`src/rtl/keyer_pkg.sv`:
```
package keyer_pkg;

  typedef enum logic [1:0] {
    AMP_BYPASS = 2'd0,
    AMP_RAMP   = 2'd1,
    AMP_USER   = 2'd2
  } amp_mode_e;

  function automatic amp_mode_e decode_mode(input logic en, input logic ramp);
    if (!en)
      return AMP_BYPASS;
    else if (ramp)
      return AMP_RAMP;
    else
      return AMP_USER;
  endfunction

  // signed sample times unsigned scale, divided by 2**SCL_W (floor)
  function automatic logic signed [11:0] scale_sample12(
      input logic signed [11:0] smp,
      input logic [11:0]        scl);
    logic signed [23:0] prod;
    prod = smp * $signed({1'b0, scl});
    return prod[23:12];
  endfunction

endpackage

```
`src/rtl/ramp_tick_gen.sv`:
```
module ramp_tick_gen #(
  parameter int RATE_W = 8
) (
  input  logic              clk,
  input  logic              rst,
  input  logic              run,
  input  logic [RATE_W-1:0] reload,
  output logic              tick
);

  logic [RATE_W-1:0] cnt_q;

  assign tick = run && (cnt_q == '0);

  always_ff @(posedge clk) begin
    if (rst) begin
      cnt_q <= reload;
    end else if (!run) begin
      cnt_q <= reload;
    end else if (cnt_q == '0) begin
      cnt_q <= reload;
    end else begin
      cnt_q <= cnt_q - 1'b1;
    end
  end

endmodule

```
`src/rtl/ramp_level_ctr.sv`:
```
module ramp_level_ctr #(
  parameter int SCALE_W = 12
) (
  input  logic               clk,
  input  logic               rst,
  input  logic               step,
  input  logic               up,
  output logic [SCALE_W-1:0] level
);

  localparam logic [SCALE_W-1:0] LVL_TOP = {SCALE_W{1'b1}};

  always_ff @(posedge clk) begin
    if (rst) begin
      level <= '0;
    end else if (step) begin
      if (up && (level != LVL_TOP))
        level <= level + 1'b1;
      else if (!up && (level != '0))
        level <= level - 1'b1;
    end
  end

endmodule

```
`src/rtl/amp_scaler.sv`:
```
module amp_scaler #(
  parameter int SAMPLE_W = 12,
  parameter int SCALE_W  = 12
) (
  input  logic                       clk,
  input  logic                       rst,
  input  logic                       bypass,
  input  logic [SCALE_W-1:0]         scale,
  input  logic signed [SAMPLE_W-1:0] din,
  output logic signed [SAMPLE_W-1:0] dout
);

  logic signed [SAMPLE_W-1:0] scaled;

  always_comb begin
    scaled = keyer_pkg::scale_sample12(din, scale);
  end

  always_ff @(posedge clk) begin
    if (rst)
      dout <= '0;
    else if (bypass)
      dout <= din;
    else
      dout <= scaled;
  end

endmodule

```
`src/rtl/shaped_keyer.sv`:
```
module shaped_keyer #(
  parameter int SAMPLE_W = 12,
  parameter int SCALE_W  = 12,
  parameter int RATE_W   = 8
) (
  input  logic                       clk,
  input  logic                       rst,
  input  logic                       shape_en,
  input  logic                       ramp_sel,
  input  logic [RATE_W-1:0]          step_rate,
  input  logic [SCALE_W-1:0]         user_scale_i,
  input  logic [SCALE_W-1:0]         user_scale_q,
  input  logic                       key_on,
  input  logic signed [SAMPLE_W-1:0] din_i,
  input  logic signed [SAMPLE_W-1:0] din_q,
  output logic signed [SAMPLE_W-1:0] dout_i,
  output logic signed [SAMPLE_W-1:0] dout_q
);

  import keyer_pkg::*;

  localparam int NCH = 2;

  amp_mode_e          mode;
  logic               ramp_run;
  logic               step_pulse;
  logic [SCALE_W-1:0] level_q;

  logic [SCALE_W-1:0]         ch_scale [NCH];
  logic signed [SAMPLE_W-1:0] ch_din   [NCH];
  logic signed [SAMPLE_W-1:0] ch_dout  [NCH];

  assign mode     = decode_mode(shape_en, ramp_sel);
  assign ramp_run = (mode == AMP_RAMP);

  ramp_tick_gen #(.RATE_W(RATE_W)) u_tick (
    .clk    (clk),
    .rst    (rst),
    .run    (ramp_run),
    .reload (step_rate),
    .tick   (step_pulse)
  );

  ramp_level_ctr #(.SCALE_W(SCALE_W)) u_level (
    .clk   (clk),
    .rst   (rst),
    .step  (step_pulse),
    .up    (key_on),
    .level (level_q)
  );

  assign ch_din[0] = din_i;
  assign ch_din[1] = din_q;

  always_comb begin
    ch_scale[0] = (mode == AMP_USER) ? user_scale_i : level_q;
    ch_scale[1] = (mode == AMP_USER) ? user_scale_q : level_q;
  end

  for (genvar c = 0; c < NCH; c++) begin : g_ch
    amp_scaler #(.SAMPLE_W(SAMPLE_W), .SCALE_W(SCALE_W)) u_scl (
      .clk    (clk),
      .rst    (rst),
      .bypass (mode == AMP_BYPASS),
      .scale  (ch_scale[c]),
      .din    (ch_din[c]),
      .dout   (ch_dout[c])
    );
  end

  assign dout_i = ch_dout[0];
  assign dout_q = ch_dout[1];

endmodule

```
`config.mk`:
```
export PLATFORM = sky130hd
export DESIGN_NAME = shaped_keyer
export DESIGN_NICKNAME = d
export VERILOG_FILES = /design/src/rtl/keyer_pkg.sv /design/src/rtl/ramp_tick_gen.sv /design/src/rtl/ramp_level_ctr.sv /design/src/rtl/amp_scaler.sv /design/src/rtl/shaped_keyer.sv
export SDC_FILE = /design/constraint.sdc
export NUM_CORES = 1
export LEC_CHECK = 0
export BUFFER_PORTS_ARGS = -buffer_cell sky130_fd_sc_hd__buf_2
export CORE_ASPECT_RATIO = 2
export CORE_MARGIN = 2
export CORE_UTILIZATION = 58
export CTS_BUF_LIST = sky130_fd_sc_hd__clkbuf_16
export CTS_CLUSTER_SIZE = 16
export DETAILED_ROUTE_END_ITERATION = 16
export PLACE_DENSITY_LB_ADDON = 0.08
export RECOVER_POWER = 25
export SLEW_MARGIN = 20
export SYNTH_ARGS = -nofsm -noshare
export SYNTH_HDL_FRONTEND = slang
export SYNTH_SLANG_ARGS = --single-unit
```
`constraint.sdc`:
```
create_clock -name clk -period 6.3 [get_ports clk]
set_input_delay 0.63 -clock clk [delete_from_list [all_inputs] [get_ports clk]]
set_output_delay 0.63 -clock clk [all_outputs]
set_load 0.005 [all_outputs]
```
==> results.py <==
metrics = {
    "logic_synthesis": {
        "synth-async-reset-ratio_pct": 0,
        "syn_area_mm2": 0.0116,
        "yosys-top-cells-count": "inv_1 (299), nand2_1 (273), fa_1 (199)",
        "syn_nets": 1810,
        "synth_area_per_cell_um2": 8.28,
        "synth-edff-count": 0,
        "yosysWarnings": 0,
        "ys_ff_latch": 44,
        "yosysMostFrequentCell": "inv_1",
        "synth_top_area_share_pct": 34.4,
        "syn_inst": 1400,
        "synth_top_area_cell": "fa_1",
        "synthTopCellsByArea": "fa_1 (34%), ha_1 (16%), inv_1 (9.7%), nand2_1 (8.8%), dfxtp_1 (7.6%)",
        "seq_area_frac_synth_pct": 7.60,
        "synth_flop_cell": "dfxtp_1",
        "ys_types": 67,
    },
    "detailed_routing": {
        "drt_iter0_drc": 338,
        "wl_met3_um": 1410,
        "num_vias": 9606,
        "route.met2.wl_um": 17800,
        "wirelength_um": 31800,
        "top_layer": "met4",
        "vias_per_cell": 5.45,
        "ant_nets": 0,
        "drtPass1Iterations": 4,
        "drc": 0,
        "wl_met1_um": 10300,
        "routedWlPerCell_um": 18.0,
    },
    "placed_design": {
        "place.port_buffers": 84,
        "gp_congestion": 0.899,
        "place_area_mm2": 0.0128,
        "dp_hpwl_um": 26900,
    },
    "cells_and_area": {
        "fillers": 1772,
        "antennaDiodeCount": 0,
        "fin_nets": 1910,
        "area_delta_synth_final_pct": 11.6,
        "drive_gt1_share_pct": 11.9,
        "fin_util_pct": 65.6,
        "fin_area_mm2": 0.0129,
    },
    "global_routing": {
        "antenna_found_initial": 0,
        "grt_pass1_wl_um": 51500,
        "overflow": 0,
        "grt_pass1_vias": 10605,
        "grt_use_total_pct": 31.4,
        "grt_max_degree": 33,
    },
    "sta": {
        "hold_viol": 0,
        "finClkSkew_ns": 0.00798,
        "report.final.slew_viol_count": 0,
        "slew_headroom_pct": 43.9,
        "fmaxAchievable_mhz": 165,
        "setup_viol": 0,
        "worst-slew-pin-transition_ns": 0.839,
        "finalSetupTns_ns": 0,
        "rsz0062_at_grt": "false",
        "period_minus_slack_ns": 6.07,
        "min_period_over_period_pct": 96.3,
    },
    "setup_path": {
        "slowest_delay_ns": 0.53,
        "crit_type": "input port to register",
        "critPathArrivalTime_ns": 6.26,
        "cp-start-kind": "input port",
        "path_common_cell": "fa_1",
        "cp_max_fo": 19,
        "required_ns": 6.49,
        "end_kind": "register",
        "crit_path_top_delay_cell": "fa_1",
        "worstPathCellList": "buf_2 -> nor2b_2 -> buf_12 -> nand2_1 -> nand2_1 -> buf_4 -> nand2_1 -> fa_1 -> fa_1 -> fa_1 -> inv_1 -> fa_1 -> inv_1 -> fa_1 -> inv_1 -> ha_1 -> a211oi_1 -> o31ai_1 -> a211oi_2 -> o21ai_1 -> a221oi_2 -> nor3_1 -> a221o_1",
    },
    "die": {
        "dieArea_mm2": 0.0212,
        "die_w_um": 104,
        "core_area_mm2": 0.0197,
        "ioPinCount": 85,
        "rows": 73,
        "fp.dieH_um": 204,
        "initial_core_util_pct": 58.8,
    },
    "cts": {
        "numCtsBuffers": 5,
        "path_clk_slew_ns": 0.07,
        "clock_sinks": 44,
        "clockRootBuffer": "clkbuf_16",
        "cts.path.max_buffers": 2,
        "insertion_delay_ns": 0.30,
        "cts_tree": "done",
        "htreeDepth": 2,
    },
    "power": {
        "p_leak_nw": 6.92,
        "ir_worst_vdd_mv": 0.123,
        "power_w": 0.00184,
        "cellPowerDensity_mw_per_mm2": 142,
    },
    "run": {
        "drv_cap": 0,
    },
    "outcome": {
        "outcome": "finished clean",
    },
    "min_path": {
        "holdCritPathClass": "register to register",
    },
}
placed cells by master, fill, tap and decap left out, types with 5 or more instances in the layout:
cell,count
clkbuf_16,5
nand3_1,15
fa_1,199
nand4_1,7
a211oi_1,5
clkbuf_1,6
nand2b_1,8
xnor2_1,24
nand2_1,273
buf_4,59
mux2i_1,9
nor3_1,7
nor2b_1,5
xor2_1,11
a21oi_1,26
o22ai_1,5
a21o_1,15
dfxtp_1,44
and2_1,81
nor2_1,49
ha_1,150
inv_1,299
buf_2,78
buf_12,11
o21ai_0,26
state kept, by name, indices dropped and copies added, names as in the netlist:
name and flops:
u_level.level 12, g_ch.u_scl.dout 24, u_tick.cnt_q 8
report_power, final:
group / internal, W / total [W] / switching [W]
registers: 0.000316 / 0.000333 / 0.0000164
logic: 0.000520 / 0.00119 / 0.000671
clock network: 0.000189 / 0.000319 / 0.000130
total: 0.00103 / 0.00184 / 0.000818
cell type report:
type	instances	area, um^2	area share (%)
Clock inverter	3	46.3	0.358
Tap cell	262	328	2.53
Inverter	299	1120	8.68
Multi-Input combinational cell	996	9360	72.3
Timing Repair Buffer	154	1080	8.32
Clock buffer	5	125	0.967
Sequential cell	44	881	6.81
final timing paths:
| kind | startpoint | endpoint | slack (ns) | cells past startpoint |
|---|---|---|---|---|
| worst max-delay path | shape_en | g_ch[0].u_scl.dout[10]$_SDFF_PP0_ | 0.23 | 23 |
| worst min register to register | u_tick.cnt_q[0]$_DFF_P_ | u_tick.cnt_q[0]$_DFF_P_ | 0.52 | 1 |
| worst min-delay path | u_tick.cnt_q[0]$_DFF_P_ | u_tick.cnt_q[0]$_DFF_P_ | 0.52 | 1 |
| worst max register to register | u_level.level[5]$_SDFFE_PP0P_ | g_ch[1].u_scl.dout[6]$_SDFF_PP0_ | 0.48 | 22 |
worst max-delay path, delay by kind of cell:
family,cells,cell delay (ns)
AND/OR/NAND/NOR,5,0.62
buffers and inverters,6,0.58
AO/OA/AOI/OAI,6,1.69
adder cells (fa/ha/maj),6,2.73
logic make-up after synthesis:
group,count (synthesis),share of synthesized area [%]
multiplexers,11,1.00
AO/OA/AOI/OAI,126,7.46
adder cells (fa/ha/maj),349,50.5
buffers and inverters,360,11.8
flip-flops,44,7.60
AND/OR/NAND/NOR,475,18.9
XOR/XNOR,35,2.64
routing by layer:
metal	up-vias	global-route usage, %
met5	-	0
li1	4488	-
met3	115	2.55
met4	0	19.7
met2	291	62.6
met1	4712	30.2
per-stage QoR:
step / setup WS [ns] / hold WS [ns] / cells
5_1_grt: 0.00275 / 0.540 / 1763
3_5_place_dp: -0.0613 / 0.502 / 1755
4_1_cts: 0.234 / 0.520 / 1763
3_3_place_gp: 0.0222 / 0.489 / 1755
2_1_floorplan: 0.142 / 0.467 / 1400
6_report: 0.233 / 0.518 / 1763
timing repair:
item	CTS	global route
gates resized for setup	0	2
buffers inserted	0	0
hold buffers	0	0
setup endpoints to repair	0	3
Note: power is estimated with default switching activity, not from simulation.
